<file path="config.mk">
export PLATFORM = sky130hd
export DESIGN_NAME = paged_regmap_decoder
export DESIGN_NICKNAME = d
export VERILOG_FILES = /design/src/rtl/regmap_pkg.sv /design/src/rtl/regmap_ptr.sv /design/src/rtl/regmap_page_sel.sv /design/src/rtl/regmap_decode.sv /design/src/rtl/regmap_bank.sv /design/src/rtl/paged_regmap_decoder.sv
export SDC_FILE = /design/constraint.sdc
export NUM_CORES = 2
export LEC_CHECK = 0
export BUFFER_PORTS_ARGS = -buffer_cell sky130_fd_sc_hd__buf_2
export CAP_MARGIN = 5
export CORE_ASPECT_RATIO = 0.8
export CORE_MARGIN = 10
export CORE_UTILIZATION = 35
export CTS_CLUSTER_SIZE = 16
export DETAILED_ROUTE_END_ITERATION = 8
export PLACE_DENSITY = 0.56
export RECOVER_POWER = 25
export SLEW_MARGIN = 15
export SYNTH_ARGS = -nofsm -noshare
export SYNTH_HDL_FRONTEND = slang
export SYNTH_SLANG_ARGS = --single-unit
</file>
<file path="constraint.sdc">
create_clock -name clk -period 0.8 [get_ports clk]
set_input_delay 0.12 -clock clk [delete_from_list [all_inputs] [get_ports clk]]
set_output_delay 0.12 -clock clk [all_outputs]
set_load 0.01 [all_outputs]
</file>
<file path="src/rtl/regmap_pkg.sv">
package regmap_pkg;

  typedef enum logic [2:0] {
    RGN_LOWER = 3'd0,
    RGN_PG0   = 3'd1,
    RGN_PG1   = 3'd2,
    RGN_PG2   = 3'd3,
    RGN_PG3   = 3'd4
  } region_e;

  // Placeholder contents of read-only bytes: region code in the top bits, XOR offset.
  function automatic logic [7:0] fill_value(region_e rgn, logic [6:0] off);
    logic [1:0] code;
    case (rgn)
      RGN_PG0: code = 2'd1;
      RGN_PG1: code = 2'd2;
      default: code = 2'd0;
    endcase
    return {code, 6'b0} ^ {1'b0, off};
  endfunction

endpackage

</file>
<file path="src/rtl/regmap_ptr.sv">
module regmap_ptr #(
  parameter int AW = 8
) (
  input  logic          clk,
  input  logic          rst_n,
  input  logic          load,
  input  logic [AW-1:0] load_val,
  input  logic          step,
  output logic [AW-1:0] ptr
);
  localparam logic [AW-1:0] WIN_BASE = AW'(1) << (AW - 1);
  localparam logic [AW-1:0] TOP_ADDR = {AW{1'b1}};

  logic [AW-1:0] ptr_q, ptr_d;

  always_comb begin
    ptr_d = ptr_q;
    if (load) begin
      ptr_d = load_val;
    end else if (step) begin
      if (ptr_q == TOP_ADDR) ptr_d = WIN_BASE;
      else                   ptr_d = ptr_q + AW'(1);
    end
  end

  always_ff @(posedge clk or negedge rst_n) begin
    if (!rst_n) ptr_q <= '0;
    else        ptr_q <= ptr_d;
  end

  assign ptr = ptr_q;
endmodule

</file>
<file path="src/rtl/regmap_page_sel.sv">
module regmap_page_sel #(
  parameter int DW        = 8,
  parameter int NUM_PAGES = 4,
  parameter int PW        = 2
) (
  input  logic          clk,
  input  logic          rst_n,
  input  logic          wr,
  input  logic [DW-1:0] wdata,
  output logic [PW-1:0] page
);
  localparam logic [DW-1:0] PAGE_LIMIT = DW'(NUM_PAGES);

  logic [PW-1:0] page_q, page_d;
  logic          accept;

  assign accept = wr && (wdata < PAGE_LIMIT);

  always_comb begin
    page_d = page_q;
    if (accept) page_d = wdata[PW-1:0];
  end

  always_ff @(posedge clk or negedge rst_n) begin
    if (!rst_n) page_q <= '0;
    else        page_q <= page_d;
  end

  assign page = page_q;
endmodule

</file>
<file path="src/rtl/regmap_decode.sv">
module regmap_decode
  import regmap_pkg::*;
#(
  parameter int AW         = 8,
  parameter int PW         = 2,
  parameter int LOW_RO_END = 86,
  parameter int PSEL_OFF   = 127,
  parameter bit HAS_P1     = 1'b0,
  parameter bit HAS_P2     = 1'b1
) (
  input  logic [AW-1:0] ptr,
  input  logic [PW-1:0] page,
  output region_e       rgn,
  output logic [AW-2:0] off,
  output logic          is_psel,
  output logic          present,
  output logic          writable
);
  localparam int OW = AW - 1;
  localparam logic [OW-1:0] RO_END_V = OW'(LOW_RO_END);
  localparam logic [OW-1:0] PSEL_V   = OW'(PSEL_OFF);

  assign off = ptr[OW-1:0];

  always_comb begin
    if (!ptr[AW-1]) begin
      rgn = RGN_LOWER;
    end else begin
      case (page)
        2'd0:    rgn = RGN_PG0;
        2'd1:    rgn = RGN_PG1;
        2'd2:    rgn = RGN_PG2;
        default: rgn = RGN_PG3;
      endcase
    end
  end

  assign is_psel = (rgn == RGN_LOWER) && (off == PSEL_V);

  always_comb begin
    case (rgn)
      RGN_PG1: present = HAS_P1;
      RGN_PG2: present = HAS_P2;
      default: present = 1'b1;
    endcase
  end

  always_comb begin
    case (rgn)
      RGN_LOWER: writable = (off >= RO_END_V) && !is_psel;
      RGN_PG2:   writable = HAS_P2;
      RGN_PG3:   writable = 1'b1;
      default:   writable = 1'b0;
    endcase
  end
endmodule

</file>
<file path="src/rtl/regmap_bank.sv">
module regmap_bank #(
  parameter int DW    = 8,
  parameter int DEPTH = 128,
  parameter int IW    = $clog2(DEPTH)
) (
  input  logic          clk,
  input  logic          we,
  input  logic [IW-1:0] waddr,
  input  logic [DW-1:0] wdata,
  input  logic [IW-1:0] raddr,
  output logic [DW-1:0] rdata
);
  logic [DW-1:0] mem [DEPTH];

  always_ff @(posedge clk) begin
    if (we) mem[waddr] <= wdata;
  end

  assign rdata = mem[raddr];
endmodule

</file>
<file path="src/rtl/paged_regmap_decoder.sv">
module paged_regmap_decoder
  import regmap_pkg::*;
#(
  parameter int          AW         = 8,
  parameter int          DW         = 8,
  parameter int          NUM_PAGES  = 4,
  parameter int          LOW_RO_END = 86,
  parameter int          PSEL_OFF   = 127,
  parameter bit          HAS_P1     = 1'b0,
  parameter bit          HAS_P2     = 1'b1,
  parameter logic [6:0]  DEV_ADDR   = 7'h50
) (
  input  logic                         clk,
  input  logic                         rst_n,
  input  logic [6:0]                   dev_addr,
  output logic                         addr_hit,
  input  logic                         ptr_load,
  input  logic [AW-1:0]                ptr_val,
  input  logic                         wr_en,
  input  logic [DW-1:0]                wr_data,
  input  logic                         rd_en,
  output logic [DW-1:0]                rd_data,
  output logic                         rd_valid,
  output logic [$clog2(NUM_PAGES)-1:0] page_sel
);
  localparam int PW         = $clog2(NUM_PAGES);
  localparam int OW         = AW - 1;
  localparam int PAGE_BYTES = 1 << OW;
  localparam logic [OW-1:0] RO_END_V = OW'(LOW_RO_END);

  // reset: asynchronous assert, synchronous release
  logic [1:0] rst_sync_q;
  logic       rst_core_n;

  always_ff @(posedge clk or negedge rst_n) begin
    if (!rst_n) rst_sync_q <= 2'b00;
    else        rst_sync_q <= {rst_sync_q[0], 1'b1};
  end
  assign rst_core_n = rst_sync_q[1];

  assign addr_hit = (dev_addr == DEV_ADDR);

  // request qualification: load > write > read
  logic wr_fire, rd_fire, step;
  assign wr_fire = wr_en && !ptr_load;
  assign rd_fire = rd_en && !ptr_load && !wr_en;
  assign step    = wr_fire || rd_fire;

  logic [AW-1:0] ptr_q;
  regmap_ptr #(.AW(AW)) u_ptr (
    .clk      (clk),
    .rst_n    (rst_core_n),
    .load     (ptr_load),
    .load_val (ptr_val),
    .step     (step),
    .ptr      (ptr_q)
  );

  region_e       dec_rgn;
  logic [OW-1:0] dec_off;
  logic          dec_psel, dec_present, dec_writable;

  regmap_decode #(
    .AW(AW), .PW(PW), .LOW_RO_END(LOW_RO_END), .PSEL_OFF(PSEL_OFF),
    .HAS_P1(HAS_P1), .HAS_P2(HAS_P2)
  ) u_dec (
    .ptr      (ptr_q),
    .page     (page_sel),
    .rgn      (dec_rgn),
    .off      (dec_off),
    .is_psel  (dec_psel),
    .present  (dec_present),
    .writable (dec_writable)
  );

  regmap_page_sel #(.DW(DW), .NUM_PAGES(NUM_PAGES), .PW(PW)) u_psel (
    .clk   (clk),
    .rst_n (rst_core_n),
    .wr    (wr_fire && dec_psel),
    .wdata (wr_data),
    .page  (page_sel)
  );

  // storage banks: lower tail, page 02 (optional), page 03
  logic          we_low, we_p2, we_p3;
  logic [DW-1:0] low_rd, p2_rd, p3_rd;

  assign we_low = wr_fire && dec_writable && (dec_rgn == RGN_LOWER);
  assign we_p2  = wr_fire && dec_writable && (dec_rgn == RGN_PG2);
  assign we_p3  = wr_fire && dec_writable && (dec_rgn == RGN_PG3);

  regmap_bank #(.DW(DW), .DEPTH(PAGE_BYTES)) u_bank_low (
    .clk(clk), .we(we_low), .waddr(dec_off), .wdata(wr_data),
    .raddr(dec_off), .rdata(low_rd)
  );

  generate
    if (HAS_P2) begin : g_p2
      regmap_bank #(.DW(DW), .DEPTH(PAGE_BYTES)) u_bank_p2 (
        .clk(clk), .we(we_p2), .waddr(dec_off), .wdata(wr_data),
        .raddr(dec_off), .rdata(p2_rd)
      );
    end else begin : g_no_p2
      assign p2_rd = '0;
    end
  endgenerate

  regmap_bank #(.DW(DW), .DEPTH(PAGE_BYTES)) u_bank_p3 (
    .clk(clk), .we(we_p3), .waddr(dec_off), .wdata(wr_data),
    .raddr(dec_off), .rdata(p3_rd)
  );

  // read mux
  logic [DW-1:0] rd_mux;
  always_comb begin
    rd_mux = '0;
    if (!dec_present) begin
      rd_mux = '0;
    end else begin
      case (dec_rgn)
        RGN_LOWER: begin
          if (dec_psel)                rd_mux = DW'(page_sel);
          else if (dec_off >= RO_END_V) rd_mux = low_rd;
          else                          rd_mux = fill_value(dec_rgn, dec_off);
        end
        RGN_PG2: rd_mux = p2_rd;
        RGN_PG3: rd_mux = p3_rd;
        default: rd_mux = fill_value(dec_rgn, dec_off);
      endcase
    end
  end

  logic [DW-1:0] rd_data_q, rd_data_d;
  logic          rd_valid_q;

  always_comb begin
    rd_data_d = rd_data_q;
    if (rd_fire) rd_data_d = rd_mux;
  end

  always_ff @(posedge clk or negedge rst_core_n) begin
    if (!rst_core_n) begin
      rd_data_q  <= '0;
      rd_valid_q <= 1'b0;
    end else begin
      rd_data_q  <= rd_data_d;
      rd_valid_q <= rd_fire;
    end
  end

  assign rd_data  = rd_data_q;
  assign rd_valid = rd_valid_q;
endmodule

</file>
==> metrics.csv <==
metric,value,unit
status,"finished, violations left",
violations,negative setup slack,
cap_violations,0,
period_share,438.1,%
grt_pass1_vias,63960,
die_w,620.9,um
fin_hold_ws,0.02366,ns
timing.rr.start,u_ptr.ptr[0],
clockBufferDepth,4,
final_common_cell,edfxtp_1,
p_int,0.2413,W
antenna_left,0,
fillers,24625,
cp_data_required_time,1.54,ns
finalCriticalPeriod,3.505,ns
synth_seq_area_share,76.79,%
most-common-layout-cells,"edfxtp_1, buf_4, buf_12",
grtUsageMet1,35.23,%
nets,7492,
power_switching,0.08586,W
cts_tree,built,
hold_viol,0,
cts.sinks,2589,
finalClockSkew,0.04657,ns
seqPwrFrac,46.0,%
clockPowerShare,38.0,%
regArea,77660,um2
r2r-end,rd_data[3],
initial_utilization,35.16,%
hpwlAfterDp,266800,um
numCtsBuffers,268,
cts_htree_levels,5,
grt-busiest-layer,met1,
wirelength,390700,um
ioPinCount,40,
syn_inst,5865,
avgViaCountPerCell,5.863,
hold_class,input pin to flip-flop,
core,287600,um2
portBuffers,39,
grt_antenna_before_repair,24,
die_y,500.7,um
wl_per_cell,34.03,um
synth_seq_cells,2589,
grt_pass1_wl,530700,um
power.density,2455,nW/um2
gr-usage-all-layers,24.18,%
yosysWarningCount,0,
drt_iter0_drc,10971,
p_comb_share,16.0,%
reg2regPathDepth,10,
rsz0062_at_grt,true,
fmax,0.2853,GHz
power,0.3272,W
grt_overflow,0,
relSlewSlack,18.60,%
first_pass_iters,6,
hp-start,wr_data[5],
worstSetupPathType,flip-flop to flip-flop,
fin_cells,11481,
worst_pin_slew,1.221,ns
setup_violations,4110,
clockRootBuffer,clkbuf_16,
critPathCaptureType,flip-flop,
maxSlewViolCount,0,
core.rowCount,176,
multi_input_area,24560,um2
p_sw_share,26.24,%
cp_max_fo,8,
syn_to_final_growth,31.78,%
drive_gt1_share,35.19,%
use_met2,34.90,%
synthArstFlopShare,0.8111,%
grt_max_degree,97,
met3_usage,6.853,%
yosysUniqueCellTypes,75,
setup_slack,-2.705,ns
die_area,310900,um2
arrival,4.25,ns
dpl.cell_count,10868,
post-route-util,46.33,%
power.leakage,44.67,nW
synth-main-ff-cell,edfxtp_1,
clk_latency,0.87,ns
cp-start-kind,flip-flop,
reg2reg_slack,-2.71,ns
min_to,u_psel.page[0],
cts.clk_slew.worst_paths,0.07,ns
syn_area_per_cell,17.24,um2
min_path_cells,5,
mappedNetlistArea,101100,um2
pre_cts_ws,-3.101,ns
irDropWorstVdd,1.632,mV
via_count,67318,
place.gp.congestion,0.9546,
drc_errors,0,
synth_edf_count,2568,
-- worst max-delay path by stage --
stage | start | endpoint | slack, ns | cells after the start
2_1_floorplan | u_ptr.ptr[0] | u_bank_low.mem[100][0] | -2.05 | 14
5_1_grt | u_ptr.ptr[0] | rd_data[3] | -2.70 | 10
3_5_place_dp | u_ptr.ptr[2] | rd_data[2] | -3.10 | 12
3_3_place_gp | u_ptr.ptr[0] | rd_data[3] | -3.02 | 11
4_1_cts | u_ptr.ptr[0] | rd_data[3] | -2.58 | 10
6_report | u_ptr.ptr[0] | rd_data[3] | -2.71 | 10
-- per-layer routing --
layer / vias up / share of wire (%)
met1: 34818 / 41
met5: - / 0.020
met2: 4718 / 42
li1: 27075 / -
met4: 12 / 3.8
met3: 695 / 13
-- worst max-delay path, stage by stage, from the launching register on --
cell and delay, ns:
dfrtp_4 0.49, buf_12 0.17, mux2_2 0.35, a221o_1 0.34, a221oi_4 0.42, a2111oi_2 0.10
or4_4 0.45, a2111oi_4 0.47, buf_4 0.18, o22ai_1 0.07, o41a_1 0.31
-- flip-flops by register name (all words and copies together), names as in the netlist --
name / flops
g_p2.u_bank_p2.mem: 1024
u_ptr.ptr: 8
u_bank_p3.mem: 1024
rst_sync_q: 2
u_psel.page: 2
rd_valid: 1
u_bank_low.mem: 520
rd_data: 8
-- power by group through the flow --
stage / combinational (W) / clock [W] / sequential [W]
after floorplan: 0.0185 / 0 / 0.153
after global placement: 0.0471 / 0 / 0.153
after detailed placement: 0.0472 / 0 / 0.153
after CTS: 0.0498 / 0.125 / 0.150
after global routing: 0.0532 / 0.131 / 0.150
final: 0.0524 / 0.124 / 0.150
-- through the flow --
step,instance area (um2),setup TNS (ns)
2_1_floorplan,103300,-4598.10
3_3_place_gp,121600,-5385.90
3_5_place_dp,121600,-5450.65
4_1_cts,132000,-4861.79
5_1_grt,133200,-5242.68
6_report,133200,-5224.30
-- synth_stat cells, drive strengths merged (27+ instances only) --
| cell type | count | area share [%] |
|---|---|---|
| a21oi | 220 | 1.1 |
| a221o | 91 | 0.90 |
| a221oi | 244 | 2.1 |
| a22o | 43 | 0.37 |
| a22oi | 225 | 1.7 |
| a31oi | 36 | 0.22 |
| buf | 219 | 1.2 |
| clkbuf | 204 | 0.76 |
| edfxtp | 2568 | 76 |
| mux2 | 219 | 2.4 |
| mux2i | 271 | 2.7 |
| mux4 | 121 | 2.7 |
| nand2 | 260 | 0.97 |
| nand3 | 33 | 0.16 |
| nor2 | 475 | 1.8 |
| nor3 | 27 | 0.13 |
| o211ai | 27 | 0.20 |
| o21ai | 166 | 0.82 |
| o221ai | 40 | 0.35 |
| o22ai | 60 | 0.37 |
-- repair_timing --
action                                  in CTS  in global routing
buffers inserted                            51                 59
endpoints found under the setup margin    2430               3644
hold endpoints to repair                  1034                249
pin swaps                                   48                 62
gates resized for setup                    201                127
hold buffers                                29                  2
gates cloned                                 8                  3
-- cells by family after synthesis --
logic type	after synthesis	share of synthesized area, %
flip-flops	2589	76.79
AO/OA/AOI/OAI	1322	9.590
AND/OR/NAND/NOR	905	3.785
multiplexers	611	7.821
buffers and inverters	430	1.947
adder cells (fa/ha/maj)	3	0.03713
XOR/XNOR	3	0.02599
other	2	0.007428
-- area by class of cell --
type	count	area share [%]
sequential	2589	58.28
timing repair buffer	1582	13.29
tap	3827	3.594
antenna	9	0.01690
inverter	7	0.05822
multi-input combinational	3013	18.43
clock buffer	332	5.357
clock inverter	122	0.9625
Note: power is estimated with default switching activity, not from simulation.
